<file path="src/rtl/alm_pkg.sv">
package alm_pkg;

    localparam int BYTE_W     = 8;
    localparam int REG_ADDR_W = 3;
    localparam int N_FIELDS   = 4;

    // Register addresses; fields occupy A_FIELD0 .. A_FIELD0+N_FIELDS-1
    localparam int A_FLAGS  = 0;
    localparam int A_FIELD0 = 1;
    localparam int A_CTRL   = A_FIELD0 + N_FIELDS;

    // Bit positions
    localparam int FLG_ALARM_BIT   = 6;
    localparam int FLG_BATTLOW_BIT = 4;
    localparam int CTL_IRQ_EN_BIT  = 7;
    localparam int CTL_BKP_EN_BIT  = 5;

    typedef enum logic {
        FL_IDLE    = 1'b0,
        FL_PENDING = 1'b1
    } flag_state_e;

    // Field index 0 second, 1 minute, 2 hour, 3 day of month
    function automatic logic [BYTE_W-1:0] field_mask(input int idx);
        return (idx < 2) ? 8'h7F : 8'h3F;
    endfunction

    function automatic logic [BYTE_W-1:0] field_reset(input int idx);
        return (idx == 3) ? 8'h01 : 8'h00;
    endfunction

endpackage

</file>
<file path="src/rtl/alm_regs.sv">
module alm_regs
    import alm_pkg::*;
#(
    parameter int DATA_W  = BYTE_W,
    parameter int ADDR_W  = REG_ADDR_W,
    parameter int NFIELDS = N_FIELDS
) (
    input  logic                           clk_i,
    input  logic                           rst_ni,
    input  logic [ADDR_W-1:0]              addr_i,
    input  logic                           wr_en_i,
    input  logic                           rd_en_i,
    input  logic [DATA_W-1:0]              wdata_i,
    input  logic                           flag_i,
    input  logic                           batt_low_i,
    output logic [NFIELDS-1:0][DATA_W-1:0] alarm_o,
    output logic                           irq_en_o,
    output logic                           bkp_en_o,
    output logic                           alarm_wr_o,
    output logic                           flags_rd_o,
    output logic [DATA_W-1:0]              rdata_o
);

    logic [NFIELDS-1:0][DATA_W-1:0] alarm_q;
    logic [NFIELDS-1:0]             field_hit;
    logic                           ctrl_hit;
    logic                           irq_en_q;
    logic                           bkp_en_q;

    for (genvar g = 0; g < NFIELDS; g++) begin : g_field
        assign field_hit[g] = (addr_i == ADDR_W'(A_FIELD0 + g));

        always_ff @(posedge clk_i or negedge rst_ni) begin
            if (!rst_ni) begin
                alarm_q[g] <= field_reset(g);
            end else if (wr_en_i && field_hit[g]) begin
                alarm_q[g] <= wdata_i & field_mask(g);
            end
        end
    end

    assign ctrl_hit = (addr_i == ADDR_W'(A_CTRL));

    always_ff @(posedge clk_i or negedge rst_ni) begin
        if (!rst_ni) begin
            irq_en_q <= 1'b0;
            bkp_en_q <= 1'b0;
        end else if (wr_en_i && ctrl_hit) begin
            irq_en_q <= wdata_i[CTL_IRQ_EN_BIT];
            bkp_en_q <= wdata_i[CTL_BKP_EN_BIT];
        end
    end

    assign alarm_o    = alarm_q;
    assign irq_en_o   = irq_en_q;
    assign bkp_en_o   = bkp_en_q;
    assign alarm_wr_o = wr_en_i && (|field_hit);
    assign flags_rd_o = rd_en_i && (addr_i == ADDR_W'(A_FLAGS));

    always_comb begin
        rdata_o = '0;
        if (addr_i == ADDR_W'(A_FLAGS)) begin
            rdata_o[FLG_ALARM_BIT]   = flag_i;
            rdata_o[FLG_BATTLOW_BIT] = batt_low_i;
        end else if (ctrl_hit) begin
            rdata_o[CTL_IRQ_EN_BIT] = irq_en_q;
            rdata_o[CTL_BKP_EN_BIT] = bkp_en_q;
        end else begin
            for (int i = 0; i < NFIELDS; i++) begin
                if (field_hit[i]) rdata_o = alarm_q[i];
            end
        end
    end

endmodule

</file>
<file path="src/rtl/alm_cmp.sv">
module alm_cmp
    import alm_pkg::*;
#(
    parameter int DATA_W  = BYTE_W,
    parameter int NFIELDS = N_FIELDS
) (
    input  logic                           tick_i,
    input  logic [NFIELDS-1:0][DATA_W-1:0] alarm_i,
    input  logic [NFIELDS-1:0][DATA_W-1:0] now_i,
    output logic                           match_o
);

    logic [NFIELDS-1:0] field_eq;

    for (genvar g = 0; g < NFIELDS; g++) begin : g_eq
        assign field_eq[g] = (alarm_i[g] == (now_i[g] & field_mask(g)));
    end

    assign match_o = tick_i && (&field_eq);

endmodule

</file>
<file path="src/rtl/alm_flag_fsm.sv">
module alm_flag_fsm
    import alm_pkg::*;
(
    input  logic clk_i,
    input  logic rst_ni,
    input  logic match_i,
    input  logic alarm_wr_i,
    input  logic flags_rd_i,
    input  logic irq_en_i,
    input  logic bkp_en_i,
    input  logic batt_backup_i,
    output logic flag_o,
    output logic irq_o
);

    flag_state_e state_q, state_d;

    always_ff @(posedge clk_i or negedge rst_ni) begin
        if (!rst_ni) state_q <= FL_IDLE;
        else         state_q <= state_d;
    end

    always_comb begin
        state_d = state_q;
        unique case (state_q)
            FL_IDLE: begin
                if (match_i && !alarm_wr_i) state_d = FL_PENDING;   // hit
            end
            FL_PENDING: begin
                if (alarm_wr_i)                   state_d = FL_IDLE; // rearm
                else if (flags_rd_i && !match_i)  state_d = FL_IDLE; // ack
            end
            default: state_d = FL_IDLE;
        endcase
    end

    always_comb begin
        flag_o = (state_q == FL_PENDING);
        irq_o  = flag_o && irq_en_i && (!batt_backup_i || bkp_en_i);
    end

endmodule

</file>
<file path="src/rtl/alarm_match_unit.sv">
module alarm_match_unit
    import alm_pkg::*;
#(
    parameter int DATA_W  = BYTE_W,
    parameter int ADDR_W  = REG_ADDR_W,
    parameter int NFIELDS = N_FIELDS
) (
    input  logic              clk_i,
    input  logic              rst_ni,
    input  logic              tick_i,
    input  logic [DATA_W-1:0] cur_sec_i,
    input  logic [DATA_W-1:0] cur_min_i,
    input  logic [DATA_W-1:0] cur_hour_i,
    input  logic [DATA_W-1:0] cur_mday_i,
    input  logic              batt_backup_i,
    input  logic              batt_low_i,
    input  logic [ADDR_W-1:0] addr_i,
    input  logic              wr_en_i,
    input  logic              rd_en_i,
    input  logic [DATA_W-1:0] wdata_i,
    output logic [DATA_W-1:0] rdata_o,
    output logic              irq_o
);

    logic [NFIELDS-1:0][DATA_W-1:0] alarm_fields;
    logic [NFIELDS-1:0][DATA_W-1:0] now_fields;
    logic irq_en, bkp_en, alarm_wr, flags_rd, match_evt, alarm_flag;

    assign now_fields = {cur_mday_i, cur_hour_i, cur_min_i, cur_sec_i};

    alm_regs #(.DATA_W(DATA_W), .ADDR_W(ADDR_W), .NFIELDS(NFIELDS)) u_regs (
        .clk_i      (clk_i),
        .rst_ni     (rst_ni),
        .addr_i     (addr_i),
        .wr_en_i    (wr_en_i),
        .rd_en_i    (rd_en_i),
        .wdata_i    (wdata_i),
        .flag_i     (alarm_flag),
        .batt_low_i (batt_low_i),
        .alarm_o    (alarm_fields),
        .irq_en_o   (irq_en),
        .bkp_en_o   (bkp_en),
        .alarm_wr_o (alarm_wr),
        .flags_rd_o (flags_rd),
        .rdata_o    (rdata_o)
    );

    alm_cmp #(.DATA_W(DATA_W), .NFIELDS(NFIELDS)) u_cmp (
        .tick_i  (tick_i),
        .alarm_i (alarm_fields),
        .now_i   (now_fields),
        .match_o (match_evt)
    );

    alm_flag_fsm u_fsm (
        .clk_i         (clk_i),
        .rst_ni        (rst_ni),
        .match_i       (match_evt),
        .alarm_wr_i    (alarm_wr),
        .flags_rd_i    (flags_rd),
        .irq_en_i      (irq_en),
        .bkp_en_i      (bkp_en),
        .batt_backup_i (batt_backup_i),
        .flag_o        (alarm_flag),
        .irq_o         (irq_o)
    );

endmodule

</file>
<file path="config.mk">
export PLATFORM = sky130hd
export DESIGN_NAME = alarm_match_unit
export DESIGN_NICKNAME = d
export VERILOG_FILES = /design/src/rtl/alm_pkg.sv /design/src/rtl/alm_regs.sv /design/src/rtl/alm_cmp.sv /design/src/rtl/alm_flag_fsm.sv /design/src/rtl/alarm_match_unit.sv
export SDC_FILE = /design/constraint.sdc
export NUM_CORES = 1
export LEC_CHECK = 0
export BUFFER_PORTS_ARGS = -buffer_cell sky130_fd_sc_hd__buf_2
export CAP_MARGIN = 15
export CORE_MARGIN = 4
export CORE_UTILIZATION = 55
export CTS_CLUSTER_SIZE = 40
export DETAILED_ROUTE_END_ITERATION = 8
export PLACE_DENSITY_LB_ADDON = 0.08
export SLEW_MARGIN = 20
export SYNTH_ARGS = -nofsm -noshare
export SYNTH_HDL_FRONTEND = slang
export SYNTH_HIERARCHICAL = 1
export SYNTH_SLANG_ARGS = --single-unit
</file>
<file path="constraint.sdc">
create_clock -name clk_i -period 3 [get_ports clk_i]
set_input_delay 0.3 -clock clk_i [delete_from_list [all_inputs] [get_ports clk_i]]
set_output_delay 0.3 -clock clk_i [all_outputs]
set_load 0.005 [all_outputs]
</file>
==> metrics.md <==
| Metric | Value |
|---|---|
| Util after Layout | 0.6816 |
| HP Class | in2async |
| Post-Syn Instances | about 160 |
| Worst R2R End | u_fsm/flag_o |
| H-tree Lvls | 2 |
| Reg2reg path depth | 6 |
| CP endpoint kind | output pin |
| CP startpoint kind | input port |
| Crit path top cell by count | buf_2 |
| First-pass GRT wire length | roughly 7 mm |
| Top-area cell type share of the netlist area | 0.3791 |
| R2r startpoint | u_regs/alarm_o[24] |
| Post-CTS Resized | 0 |
| Final Hold Violating Endpoints | 0 |
| Final TNS setup | 0 ns |
| Status | completed |
| Gr usage total | 0.2091 |
| Antenna diode count | 0 |
| Cell row count | 20 |
| Max-cap violations | 0 |
| Post-synth cell types | 40 |
| TritonCTS buffer count | 5 |
| Cell taking the most area after synthesis | dfrtp_1 |
| Worst vdd rail ir drop | 0.0003395 V |
| R2r setup slk | about 1.3 ns |
| Synth area leaders | dfrtp_1 (38%), mux2_2 (13%), xor2_1 (7.6%) |
| Register Area | 726.9 um^2 |
| CP required | 2.70 ns |
| CP max stage cell | buf_2 |
| Post CTS Setup Buffer Count | 0 |
| Ports | between 50 and 60 |
| DR iter-0 viols | 76 |
| Top delay family on crit path | buffers and inverters |
| Hpwl dp | 3.140 mm |
| Final nets | roughly 260 |
| Area grow syn2layout | 15.37% |
| Die height | roughly 66 um |
| DRC errors left | 0 |
| Final setup viols | 0 |
| CTS tree | yes |
| Total number of vias | 1349 |
| EDFF count, synth | 0 |
| Leakage | just under 1 nW |
| Final Skew | around 0.0043 ns |
| Pwr dens | 533.9 mW/mm^2 |
| Max Slew Vio Count | 0 |
| Wire per inst | ~17 um |
| GP Congestion | just over 0.8 |
| Post-synth ARST share | 1.000 |
| Avg Inst Size Synth | ~12 um^2 |
| Largest net degree at the start of global routing | 30 |
| Antenna violations before repair | 0 |
| RSZ-0062 raised after global routing | no |
| Detailed Route WL | 4.203 mm |
| Highest clock rate | 0.5631 GHz |
| Grt ovf | 0 |
| Worst path max stage delay | between 0.3 and 0.4 ns |
| Ys flop type | dfrtp_1 |
| Hold-fix buffers at CTS | 0 |
| Yosys warnings | 6 |
| Synth Register Bits | 29 |
| Via density | approximately 5.4 |
| Clock latency on the worst-skew pair | 0.32 ns |
| WS Path Type | in2out |
| Clock sinks | 29 |
| Clock tree buffer depth | 2 |
| Port buffer count | 52 |
| Synth cell count leaders | dfrtp_1 (28), mux2_2 (21), xor2_1 (16) |
| Max Fanout on Critical Path | 19 |
| Core Footprint | approximately 0.0031 mm^2 |
| Die W | 65.97 um |
| Initial cell density of the core | 0.5908 |
| Cell area after synthesis | about 0.0018 mm^2 |
| Vias in the first global route | around 1400 |
| Worst path cell trace | buf_2, nor2b_1, a22oi_1, o22ai_1, buf_2 |
| CTS root buf | clkbuf_4 |
| Slew @ Worst Pin | around 0.66 ns |
| Drt first pass iters | 4 |
| Period Utilization, post-route | 0.5920 |
| Fill cell count | approximately 260 |
| Area of the multi-input gates | roughly 0.0010 mm^2 |
| Slew HR | 0.5598 |
| Tmin final | about 1.8 ns |
| ANT nets after route | 0 |
| Die area | approximately 0.0044 mm^2 |
| Crit path DAT | about 1.5 ns |
| Seq/Total Area, Yosys | 0.3934 |
| Most common cell in the netlist | dfrtp_1 |
| Reg clk slew, reported paths | about 0.090 ns |
| Buffers & Inverters on Critical Path | 2 |
| Share of cells above drive strength 1 | 0.4541 |
## through the flow
stage | power, mW | hold WS [ns] | std cells | setup WS, ns | area [um^2]
4_1_cts | 1.146 | 0.01709 | 251 | 1.254 | 2132
2_1_floorplan | 0.7754 | 0.004409 | 162 | 1.540 | 1867
6_report | 1.138 | 0.006314 | 251 | 1.224 | 2132
3_5_place_dp | 0.8761 | 0.3660 | 243 | 1.120 | 2062
5_1_grt | 1.208 | 0.04340 | 251 | 1.133 | 2132
3_3_place_gp | 0.8596 | 0.3611 | 243 | 1.127 | 2062
## worst max-delay path by stage
stage | startpoint | end | slack [ns] | cells after the start
3_3_place_gp | addr_i[0] | u_regs/alarm_o[0] | 1.13 | 4
4_1_cts | addr_i[0] | rdata_o[1] | 1.25 | 5
6_report | addr_i[0] | rdata_o[3] | 1.22 | 5
5_1_grt | u_regs/alarm_o[24] | u_fsm/flag_o | 1.13 | 6
2_1_floorplan | u_regs/alarm_o[24] | u_fsm/flag_o | 1.54 | 6
3_5_place_dp | addr_i[0] | u_regs/alarm_o[0] | 1.12 | 4
## cell families after synthesis
logic type	Yosys count	synth area share
flops	29	0.3934
simple gates	29	0.1090
xor+xnor	27	0.1280
other cells	1	0.002029
mux	37	0.2336
compound gates	17	0.06499
buf+inv	17	0.06906
## report_power, final
group	total [mW]	internal, mW	switching (mW)
clock network	0.268	0.136	0.133
logic	0.310	0.184	0.126
registers	0.560	0.476	0.0834
## sequential cells by signal, summed over array words and instances, names as in the netlist
name             cells
u_fsm/flag_o         1
u_regs/irq_en_o      1
u_regs/bkp_en_o      1
u_regs/alarm_o      26
## cell usage in the layout, fill, tap and decap left out, drive strengths merged, types with 4 or more instances in the layout
cell type,synthesis,routed
dfrtp,28,28
nor4,5,5
xnor2,11,11
conb,1,6
buf,14,52
clkbuf,1,7
xor2,16,16
o22ai,4,4
a22oi,4,4
nand4,4,4
mux2,28,28
mux2i,9,9
## layout make-up
type	count	share of cell area
Clock buffer	7	0.03052
Sequential cell	29	0.3410
Clock inverter	1	0.002347
Timing Repair Buffer	52	0.1221
Tap cell	44	0.02582
Inverter	2	0.003521
Multi-Input combinational cell	116	0.4748
## metal layers
metal / vias to the layer above / wire, um / track usage
li1: 646 / - / -
met4: 0 / 40 / 0.06091
met5: - / 0 / 0
met2: 50 / 2039 / 0.3429
met1: 647 / 1812 / 0.2714
met3: 6 / 311 / 0.05442
Note: power is estimated with default switching activity, not from simulation.
